==> src/rtl/buzz_pkg.sv <==
`timescale 1ns/1ps
package buzz_pkg;

  localparam int TONE_W = 3;
  localparam int PER_W  = 6;

  typedef logic [TONE_W-1:0] toneCode_t;
  typedef logic [PER_W-1:0]  tickCount_t;

  typedef enum logic [1:0] {
    MODE_OTHER = 2'd0,
    MODE_CONT  = 2'd1,
    MODE_DIODE = 2'd2,
    MODE_SPARE = 2'd3
  } modeCode_t;

  // control -> datapath strobes
  typedef struct packed {
    logic       run;
    tickCount_t lastTick;
    tickCount_t highTicks;
  } dpCtrl_t;

  // period of each tone, in 40 kHz ticks
  function automatic tickCount_t tonePeriod(input toneCode_t code);
    tickCount_t per;
    case (code)
      3'd0:    per = 6'd40;
      3'd1:    per = 6'd30;
      3'd2:    per = 6'd20;
      3'd3:    per = 6'd18;
      3'd4:    per = 6'd15;
      3'd5:    per = 6'd13;
      3'd6:    per = 6'd12;
      default: per = 6'd10;
    endcase
    return per;
  endfunction

endpackage

==> src/rtl/tone_ctrl.sv <==
`timescale 1ns/1ps
module tone_ctrl
  import buzz_pkg::*;
(
  input  logic       clk,
  input  logic       rstN,
  input  toneCode_t  toneSel,
  input  logic       beepEn,
  input  logic       autoBeepEn,
  input  logic       shortN,
  input  logic [1:0] modeSel,
  input  logic       wrap,
  output dpCtrl_t    strb,
  output toneCode_t  activeTone
);

  localparam tickCount_t ONE = tickCount_t'(1);

  logic       shortMode;
  logic       soundReq;
  logic       soundReg;
  tickCount_t period;

  assign shortMode = (modeSel == MODE_CONT) || (modeSel == MODE_DIODE);
  assign soundReq  = beepEn | (autoBeepEn & ~shortN & shortMode);

  always_ff @(posedge clk or negedge rstN) begin
    if (!rstN) begin
      soundReg   <= 1'b0;
      activeTone <= '0;
    end else begin
      soundReg <= soundReq;
      // tone may only move while idle or on a period boundary
      if (!soundReg || wrap) activeTone <= toneSel;
    end
  end

  always_comb begin
    period         = tonePeriod(activeTone);
    strb.run       = soundReg;
    strb.lastTick  = period - ONE;
    strb.highTicks = (period + ONE) >> 1;
  end

endmodule

==> src/rtl/tone_datapath.sv <==
`timescale 1ns/1ps
module tone_datapath
  import buzz_pkg::*;
#(
  parameter int TICK_DIV = 4
) (
  input  logic    clk,
  input  logic    rstN,
  input  dpCtrl_t strb,
  output logic    wrap,
  output logic    buzOut
);

  localparam int PRE_W = (TICK_DIV > 1) ? $clog2(TICK_DIV) : 1;
  localparam logic [PRE_W-1:0] PRE_LAST = PRE_W'(TICK_DIV - 1);
  localparam tickCount_t ONE = tickCount_t'(1);

  logic       tickEv;
  tickCount_t tickCnt;

  generate
    if (TICK_DIV > 1) begin : g_pre
      logic [PRE_W-1:0] preCnt;
      always_ff @(posedge clk or negedge rstN) begin
        if (!rstN)           preCnt <= '0;
        else if (!strb.run)  preCnt <= '0;
        else if (preCnt == PRE_LAST) preCnt <= '0;
        else                 preCnt <= preCnt + 1'b1;
      end
      assign tickEv = (preCnt == PRE_LAST);
    end else begin : g_nopre
      assign tickEv = 1'b1;
    end
  endgenerate

  assign wrap = strb.run & tickEv & (tickCnt == strb.lastTick);

  always_ff @(posedge clk or negedge rstN) begin
    if (!rstN)          tickCnt <= '0;
    else if (!strb.run) tickCnt <= '0;
    else if (tickEv) begin
      if (tickCnt == strb.lastTick) tickCnt <= '0;
      else                          tickCnt <= tickCnt + ONE;
    end
  end

  assign buzOut = strb.run & (tickCnt < strb.highTicks);

endmodule

==> src/rtl/buzzer_tone_gen.sv <==
`timescale 1ns/1ps
module buzzer_tone_gen
  import buzz_pkg::*;
#(
  parameter int TICK_DIV = 4
) (
  input  logic       clk,
  input  logic       rstN,
  input  logic [2:0] toneSel,
  input  logic       beepEn,
  input  logic       autoBeepEn,
  input  logic       shortN,
  input  logic [1:0] modeSel,
  output logic       buzOut
);

  dpCtrl_t   dpStrb;
  logic      wrapStrb;
  toneCode_t activeTone;

  tone_ctrl u_ctrl (
    .clk        (clk),
    .rstN       (rstN),
    .toneSel    (toneSel),
    .beepEn     (beepEn),
    .autoBeepEn (autoBeepEn),
    .shortN     (shortN),
    .modeSel    (modeSel),
    .wrap       (wrapStrb),
    .strb       (dpStrb),
    .activeTone (activeTone)
  );

  tone_datapath #(.TICK_DIV(TICK_DIV)) u_dp (
    .clk    (clk),
    .rstN   (rstN),
    .strb   (dpStrb),
    .wrap   (wrapStrb),
    .buzOut (buzOut)
  );

endmodule

==> config.mk <==
export PLATFORM = sky130hd
export DESIGN_NAME = buzzer_tone_gen
export DESIGN_NICKNAME = d
export VERILOG_FILES = /design/src/rtl/buzz_pkg.sv /design/src/rtl/tone_ctrl.sv /design/src/rtl/tone_datapath.sv /design/src/rtl/buzzer_tone_gen.sv
export SDC_FILE = /design/constraint.sdc
export NUM_CORES = 1
export LEC_CHECK = 0
export ABC_CLOCK_PERIOD_IN_PS = 6400
export BUFFER_PORTS_ARGS = -buffer_cell sky130_fd_sc_hd__clkbuf_2
export CAP_MARGIN = 30
export CORE_MARGIN = 2
export CORE_UTILIZATION = 56
export CTS_CLUSTER_DIAMETER = 40
export DETAILED_ROUTE_END_ITERATION = 8
export PLACE_DENSITY = 0.77
export SYNTH_ARGS = -nofsm -noshare
export SYNTH_HDL_FRONTEND = slang
export SYNTH_SLANG_ARGS = --single-unit
==> constraint.sdc <==
create_clock -name clk -period 6.4 [get_ports clk]
set_input_delay 0.64 -clock clk [delete_from_list [all_inputs] [get_ports clk]]
set_output_delay 0.64 -clock clk [all_outputs]
set_load 0.02 [all_outputs]
==> run metrics, run 1 <==
Clock Pin Slew Worst Setup and Hold Paths=0.07 ns; Max Fclk=just under 300 MHz; GP Congestion=0.8237; final hold violations=0; Yosys reg bits=12; launch point of the worst path=u_ctrl.activeTone[1]; Clk Tree Root Cell=clkbuf_4; DR vias/cell=around 5.5; area taken by multi-input logic gates=roughly 530 um2; Sw Share=0.3258; commonest non-fill, non-tap cell in the layout=dfrtp_1; Final setup viols=0; RSZ-0062 raised after global routing=false; Synth Area per Inst=9.813 um2; total CTS buffers=3; RR Startpoint=u_ctrl.activeTone[1]; core area=1489 um2; Clock power frac=0.222; DR vias=638; final setup TNS=0 ns; pin count of the biggest net entering global routing=13; Die Span Y=43.49 um; Worst R2R Path Depth=8; CP endpoint kind=output port; Slew HR=0.6914; H-tree depth=1; DRC=0; Gate power share=0.305; # IOs=11; Slowest-stage cell, CP=dfrtp_1; # hold bufs at CTS=0; Seq/Total Area, Yosys=0.3438; status=finished, final reports clean; clk_lat worst skew=0.26 ns; Final HPWL DP=1.155 mm; filler instances=122; post-cts repair resize count=0; Longest Clk Path Bufs=2; r2r setup slk=3.82 ns; Yosys warnings=0; CP Buf/Inv Count=2; worst-path fanout max=11; reg-to-reg endpoint=u_ctrl.activeTone[0]; pwr/cell area=~220 nW/um2; Max Cap Violations=0; Setup CP Type=flop to output port; Synth Cell Area=between 800 and 900 um2; Reg power frac=0.473; dpl cells=112; Finished Layout Cells=115; WP data required=5.76 ns; antenna violations before repair=0; port bufs=10; Nets=119; worst path arrival time=between 2 and 3 ns; Remaining Overflow, GRT=0; Slew @ Worst Pin=0.4630 ns; full die area=about 1900 um2; crit-path cells=nand2b_1, xnor2_1, ha_1, inv_1, xnor2_1, ha_1, a21o_1, a21o_1, a21o_1, a21oi_1, clkbuf_2; CP startpoint kind=flop; CTS tree=done; fin crit period=3.371 ns; Clock Skew=0.002551 ns; register area=300.3 um2; Peak VDD IR=around 0.00012 V; share of cells above drive strength 1=0.2121; Die X=between 40 and 50 um; P&R area growth vs syn=7.880%; final worst path period share=0.5268; Initial Utilization=0.5866; GRT Overall Usage=0.1908; post-CTS setup buffer count=0; DRT antenna net count=0; P_sw=0.06608 mW; P_leak=between 0.4 and 0.5 nW; initial drt markers=2; Yosys cell types=31; family with the most delay on the worst path=compound AO/OA/AOI/OAI gates; first-pass GRT wire length=2.697 mm; antenna cell count=0; most frequent cells in the layout=dfrtp_1, clkbuf_2, nand2_1, nor2_1, ha_1; synthesized instance count=89; vias in the first global route=645; CTS Sinks=12; final WL=around 1.5 mm; drt pass-1 iters=4; CP most frequent cell=a21o_1; HP Class=input pin to async pin; max incr delay on CP=0.49 ns; wire per inst=13.04 um; row count=14; Slew Limit Fails=0; Internal Power=0.1368 mW; Synthesized Nets=107
## state kept, by name, summed over array words and instances (netlist names)
signal	count
u_ctrl.activeTone	3
u_dp.tickCnt	6
u_ctrl.soundReg	1
u_dp.g_pre.preCnt	2
## stage by stage
| step | instance area, um2 | worst slack, ns | utilization | hold slack [ns] | power [mW] |
|---|---|---|---|---|---|
| floorplan | 873.3 | 3.424 | - | 0.3444 | 0.1464 |
| global placement | 919.6 | 3.403 | 0.6176 | 0.4194 | 0.1566 |
| detailed placement | 919.6 | 3.323 | 0.6176 | 0.4286 | 0.1590 |
| CTS | 942.2 | 3.010 | 0.6328 | 0.2532 | 0.2041 |
| global route | 942.2 | 2.781 | 0.6328 | 0.2667 | 0.2168 |
| finish | 942.2 | 3.029 | 0.6328 | 0.2449 | 0.2029 |
## worst max-delay path by stage
stage,end,cells after the start
after floorplan,buzOut,11
after CTS,buzOut,11
final,buzOut,11
after global placement,buzOut,11
after global routing,buzOut,11
after detailed placement,buzOut,11
## synthesized netlist by cell type
cell type  count  area, um2
dfrtp_1       12      300.3
ha_1           8      100.1
nand2_1        8      30.03
nor2_1         8      30.03
inv_1          6      22.52
xor2_1         6      52.55
nand2b_1       5      31.28
xnor2_1        4      35.03
a21o_1         3      22.52
mux2_4         3      45.04
o22ai_1        3      18.77
a21oi_1        2      10.01
a31oi_1        2      12.51
nand4_1        2      12.51
a221oi_1       1      8.760
a31o_2         1      8.760
and2_1         1      6.260
and3_1         1      6.260
buf_2          1      5.000
buf_4          1      7.510
buf_6          1      11.26
nand3_1        1      5.000
nand3b_1       1      7.510
nor2b_1        1      6.260
nor3b_2        1      12.51
o211ai_2       1      12.51
o21ai_0        1      5.000
o21bai_1       1      7.510
o31ai_4        1      21.27
or2b_1         1      7.510
or3_4          1      11.26
## cell type report
class | count | share of cell area
Multi-Input combinational cell | 68 | 0.5591
Sequential cell | 12 | 0.3187
Timing Repair Buffer | 10 | 0.05312
Clock buffer | 3 | 0.02390
Inverter | 6 | 0.02390
Tap cell | 16 | 0.02125
## layer usage
layer	global-route usage	vias to the layer above	part of all wire	wire length, um
li1	-	324	-	-
met1	0.2466	308	0.50	751
met2	0.3254	6	0.48	719
met3	0.03750	0	0.019	29
met4	0.05455	0	0	0
met5	0	-	0	0
## cell families after synthesis
family,count (synthesis),synth area share
fa+ha+maj,8,0.1146
simple gates,31,0.1906
buf+inv,9,0.05300
compound gates,16,0.1461
flops,12,0.3438
mux,3,0.05157
xor+xnor,10,0.1003
## power groups by stage
stage                     Sequential (mW)  Combinational, mW  Clock, mW
final                              0.0959             0.0619     0.0450
after floorplan                    0.0901             0.0563          0
after global routing               0.0976             0.0713     0.0479
after CTS                          0.0956             0.0627     0.0458
after detailed placement           0.0971             0.0619          0
after global placement             0.0967             0.0599          0
## worst register-to-register path, cell delays in order, from the launching register on
cell and delay, ns:
dfrtp_1 0.49, nand2b_1 0.26, xnor2_1 0.22, inv_1 0.07, ha_1 0.31, xor2_1 0.21
o211ai_2 0.14, o31ai_4 0.42, mux2_4 0.35
Note: power is estimated with default switching activity, not from simulation.
==> run 2: changes to the inputs <==
- ABC_CLOCK_PERIOD_IN_PS: 6400 -> 3300
- CORE_UTILIZATION: 56 -> 55
- PLACE_DENSITY: 0.77 -> 0.76
- clock period: 6.4 -> 3.3 ns (I/O delays scaled with it)
==> run 2 against run 1 <==
  * Routed wire length up 11%
  * Clock skew down 0.00065 ns
  * Worst setup slack worse by 2.7 ns
  * Critical path depth unchanged
  * Global-route usage up 1.8 points
  * Via count up 3.0%
  * Die area up 1.7%
  * Power up 110%
  * Combinational power up 100%
  * Count of clock-buffer cells in the layout up 1
==> run metrics, run 2 (synthesis gave the netlist of run 1 again) <==
wire per inst=14.10 um; Gate power share=0.293; Clock Pin Slew Worst Setup and Hold Paths=0.08 ns; Sw Share=0.3196; Die X=43.85 um; Largest register FFs=6; RSZ-0062 raised after global routing=false; Remaining Overflow, GRT=0; Longest Clk Path Bufs=2; port bufs=10; P_leak=0.5028 nW; worst-path fanout max=9; worst path arrival time=~2.6 ns; Nets=121; Die Span Y=43.85 um; Reg power frac=0.426; most frequent cells in the layout=dfrtp_1, clkbuf_2, nand2_1, nor2_1, ha_1; fin crit period=2.948 ns; DRT antenna net count=0; Final HPWL DP=around 1.2 mm; total CTS buffers=3; Clk Tree Root Cell=clkbuf_4; P_sw=0.1374 mW; DR vias/cell=5.568; Initial Utilization=0.5866; Slew @ Worst Pin=approximately 0.46 ns; Slew Limit Fails=0; Final Util=0.6538; pwr/cell area=441.5 nW/um2; final WL=approximately 1.7 mm; CP startpoint kind=flop; final worst path period share=0.8932; core area=between 1000 and 1500 um2; row count=14; Max Cap Violations=0; final setup TNS=0 ns; largest registers=u_dp.tickCnt: 6 flops, u_ctrl.activeTone: 3 flops, u_dp.g_pre.preCnt: 2 flops; Max Fclk=339.3 MHz; Internal Power=between 0.2 and 0.3 mW; drt pass-1 iters=4; final hold violations=0; first-pass GRT wire length=2.842 mm; GP Congestion=0.8178; GRT Overall Usage=0.2090; WP data required=just under 3 ns; full die area=1923 um2; CTS tree=done; vias in the first global route=about 650; Setup CP Type=flop to output port; initial drt markers=16; Clock Skew=roughly 0.0019 ns; Slew HR=0.6955; share of cells above drive strength 1=0.2255; P&R area growth vs syn=11.46%; CP endpoint kind=output port; Peak VDD IR=about 0.00027 V; pin count of the biggest net entering global routing=13; CTS Sinks=12; Top reg by flops=u_dp.tickCnt; commonest non-fill, non-tap cell in the layout=dfrtp_1; DR vias=around 660; post-CTS setup buffer count=0; DRC=0; antenna cell count=0; # IOs=11; filler instances=122; H-tree depth=1; Clock power frac=0.281; clk_lat worst skew=0.27 ns; antenna violations before repair=0; post-cts repair resize count=0; # hold bufs at CTS=1; HP Class=input pin to flop; Final setup viols=0; status=finished, final reports clean
==> run 2: final cells by class <==
class,instances,area (um2),share of cell area
Sequential cell,12,300.3,0.3085
Tap cell,16,20.02,0.02057
Multi-Input combinational cell,68,526.8,0.5411
Clock buffer,4,36.28,0.03728
Inverter,6,22.52,0.02314
Timing Repair Buffer,12,67.56,0.06941
==> run 2: through the flow <==
step	total power, mW	cell area (um2)	cells	hold WS (ns)	setup WS [ns]
floorplan	0.2839	873.3	89	0.03441	0.6336
global placement	0.3070	927.1	113	0.2268	0.7004
detailed placement	0.3124	927.1	113	0.2294	0.6187
CTS	0.4321	973.4	118	0.2529	0.3198
global route	0.4601	973.4	118	0.2566	0.1276
finish	0.4298	973.4	118	0.2514	0.3523
==> run 2: critical path, cell delays in order, from the launching register on <==
cell,delay (ns)
dfrtp_1,0.50
nand2b_1,0.17
xnor2_1,0.21
ha_1,0.20
inv_1,0.07
xnor2_1,0.15
ha_1,0.24
a21o_1,0.15
a21o_1,0.17
a21o_1,0.17
a21oi_1,0.14
clkbuf_2,0.18
==> run 2: path summary, 6_finish.rpt <==
kind,cells past startpoint,to,slack [ns],from
min reg2reg,1,u_dp.g_pre.preCnt[0],0.45,u_dp.g_pre.preCnt[0]
min,2,u_ctrl.soundReg,0.25,beepEn
min in group asynchronous,2,u_ctrl.activeTone[1],0.46,rstN
max,11,buzOut,0.35,u_ctrl.activeTone[2]
max reg2reg,8,u_ctrl.activeTone[2],0.84,u_ctrl.activeTone[2]
max in group asynchronous,2,u_dp.tickCnt[4],2.61,rstN
==> run 2: routing by layer <==
metal / share of wire / GRT usage / up-vias
met5: 0 / 0 / -
met4: 0.014 / 0.09091 / 0
met3: 0.027 / 0.03750 / 4
met2: 0.50 / 0.3324 / 11
met1: 0.46 / 0.2778 / 308
li1: - / - / 334
==> run 2: power by group through the flow <==
stage               combinational [mW]  clock [mW]  sequential (mW)
finish                           0.126       0.121            0.183
global route                     0.146       0.128            0.186
CTS                              0.128       0.121            0.183
detailed placement               0.126           0            0.186
global placement                 0.122           0            0.185
floorplan                        0.109           0            0.175
==> run 3: changes to the inputs <==
- REMOVE_ABC_BUFFERS: unset -> 1
==> run 3 against run 2 <==
  * Clock power fell by 27%
  * First-iteration DRC count is 31% lower
  * Register-to-register slack got worse by 0.07 ns
  * Worst setup slack worse by 0.075 ns
  * Critical path depth did not move
  * Global-route usage rose by 1.5 points
  * Critical path type unchanged
==> run metrics, run 3 (synthesis gave the netlist of run 1 again) <==
# IOs=11; Nets=120; fin crit period=between 3 and 4 ns; core area=1489 um2; initial drt markers=11; most frequent cells in the layout=dfrtp_1, clkbuf_2, nand2_1, nor2_1, ha_1; WP data required=2.97 ns; CTS Sinks=12; Final setup viols=0; antenna cell count=0; CP startpoint kind=flop; pwr/cell area=417.0 nW/um2; DRC=0; DR vias/cell=5.802; reg-to-reg endpoint=u_ctrl.activeTone[1]; fin area=about 960 um2; GRT Overall Usage=0.2243; worst-path fanout max=11; Worst R2R Path Depth=8; DRT antenna net count=0; commonest non-fill, non-tap cell in the layout=dfrtp_1; P&R area growth vs syn=9.885%; vias in the first global route=a little under 700; worst hold slack=0.2557 ns; Setup CP Type=flop to output port; final hold violations=0; Die Span Y=43.85 um; Clk Tree Root Cell=clkbuf_4; launch point of the worst path=u_ctrl.activeTone[1]; wire per inst=14.53 um; port bufs=10; Slew Limit Fails=0; Sw Share=0.3306; Internal Power=about 0.27 mW; Clock Skew=0.002384 ns; Remaining Overflow, GRT=0; CP endpoint kind=output port; final setup TNS=0 ns; Peak VDD IR=0.0002610 V; pin count of the biggest net entering global routing=13; Longest Clk Path Bufs=2; H-tree depth=1; GP Congestion=0.7966; P_sw=~0.13 mW; final WL=1.685 mm; Gate power share=0.314; Hold Startpoint=beepEn; clk_lat worst skew=0.27 ns; antenna violations before repair=0; Top reg by flops=u_dp.tickCnt; full die area=1923 um2; Placement Cell Area=919.6 um2; Slew @ Worst Pin=around 0.44 ns; Max Fclk=330.8 MHz; worst path arrival time=roughly 2.7 ns; row count=14; Die X=43.85 um; Final HPWL DP=roughly 1.3 mm; post-CTS setup buffer count=0; r2r setup slk=0.77 ns; RSZ-0062 raised after global routing=false; Finished Layout Cells=116; Clock Pin Slew Worst Setup and Hold Paths=0.07 ns; RR Startpoint=u_ctrl.activeTone[1]; final worst path period share=0.9161; share of cells above drive strength 1=0.2200; dpl cells=112; drt pass-1 iters=4; largest registers=u_dp.tickCnt: 6 flops, u_ctrl.activeTone: 3 flops, u_dp.g_pre.preCnt: 2 flops; HP Class=input pin to flop; DR vias=673; Final Power=0.4002 mW; Initial Utilization=0.5866; Largest register FFs=6; total CTS buffers=3; Clock power frac=0.220; Reg power frac=0.466; Slew HR=0.7043; Max Cap Violations=0; first-pass GRT wire length=roughly 3.0 mm; crit path to=buzOut; CTS tree=done; status=finished, final reports clean; P_leak=0.4970 nW
run 3: cell count changes in the layout (fill, tap and decap cells not counted):
cell      change
xnor2_1       -1
buf_4         -1
xnor2_2       +1
clkbuf_8      -1
run 3: timing repair:
item / 4_1_cts / 5_1_grt
setup endpoints to repair: 0 / 1
hold buffers: 1 / 0
endpoints found under the hold margin: 12 / 0
gates resized for setup: 0 / 1
run 3: how the worst min path moves through the flow:
stage / endpoint / slack (ns) / depth (start not counted)
3_3_place_gp: u_dp.tickCnt[1] / 0.23 / 1
4_1_cts: u_ctrl.soundReg / 0.25 / 2
6_report: u_ctrl.soundReg / 0.26 / 2
3_5_place_dp: u_dp.g_pre.preCnt[1] / 0.23 / 1
5_1_grt: u_ctrl.soundReg / 0.24 / 2
2_1_floorplan: u_ctrl.activeTone[0] / 0.03 / 0
run 3: stage by stage:
step / worst slack, ns / util
after floorplan: 0.6739 / -
after global placement: 0.6417 / 0.6176
after detailed placement: 0.5279 / 0.6176
after CTS: 0.2193 / 0.6395
after global routing: 0.04910 / 0.6445
final: 0.2769 / 0.6445
run 3: metal layers:
layer  vias up  track usage  routed length (um)
li1        328            -                   -
met1       325       0.2876                 759
met2        14       0.3353                 833
met3         6      0.04167                  46
met4         0       0.1636                  45
met5         -            0                   0
run 3: cell type report:
type	count	area (um2)
Fill cell	135	529.3
Timing Repair Buffer	11	60.06
Inverter	6	22.52
Sequential cell	12	300.3
Clock buffer	3	22.52
Tap cell	16	20.02
Multi-Input combinational cell	68	534.3
run 3: power groups by stage:
| stage | clock network [mW] | logic (mW) | registers, mW |
|---|---|---|---|
| floorplan | 0 | 0.0946 | 0.182 |
| global placement | 0 | 0.117 | 0.187 |
| detailed placement | 0 | 0.122 | 0.189 |
| CTS | 0.0910 | 0.125 | 0.186 |
| global route | 0.0988 | 0.145 | 0.190 |
| finish | 0.0879 | 0.126 | 0.187 |
run 3: critical path: stages (launching register included):
cell and delay, ns:
dfrtp_1 0.49, nand2b_1 0.27, xnor2_2 0.19, ha_1 0.19, inv_1 0.06, xnor2_1 0.15
ha_1 0.25, a21o_1 0.16, a21o_1 0.18, a21o_1 0.17, a21oi_1 0.13, clkbuf_2 0.18
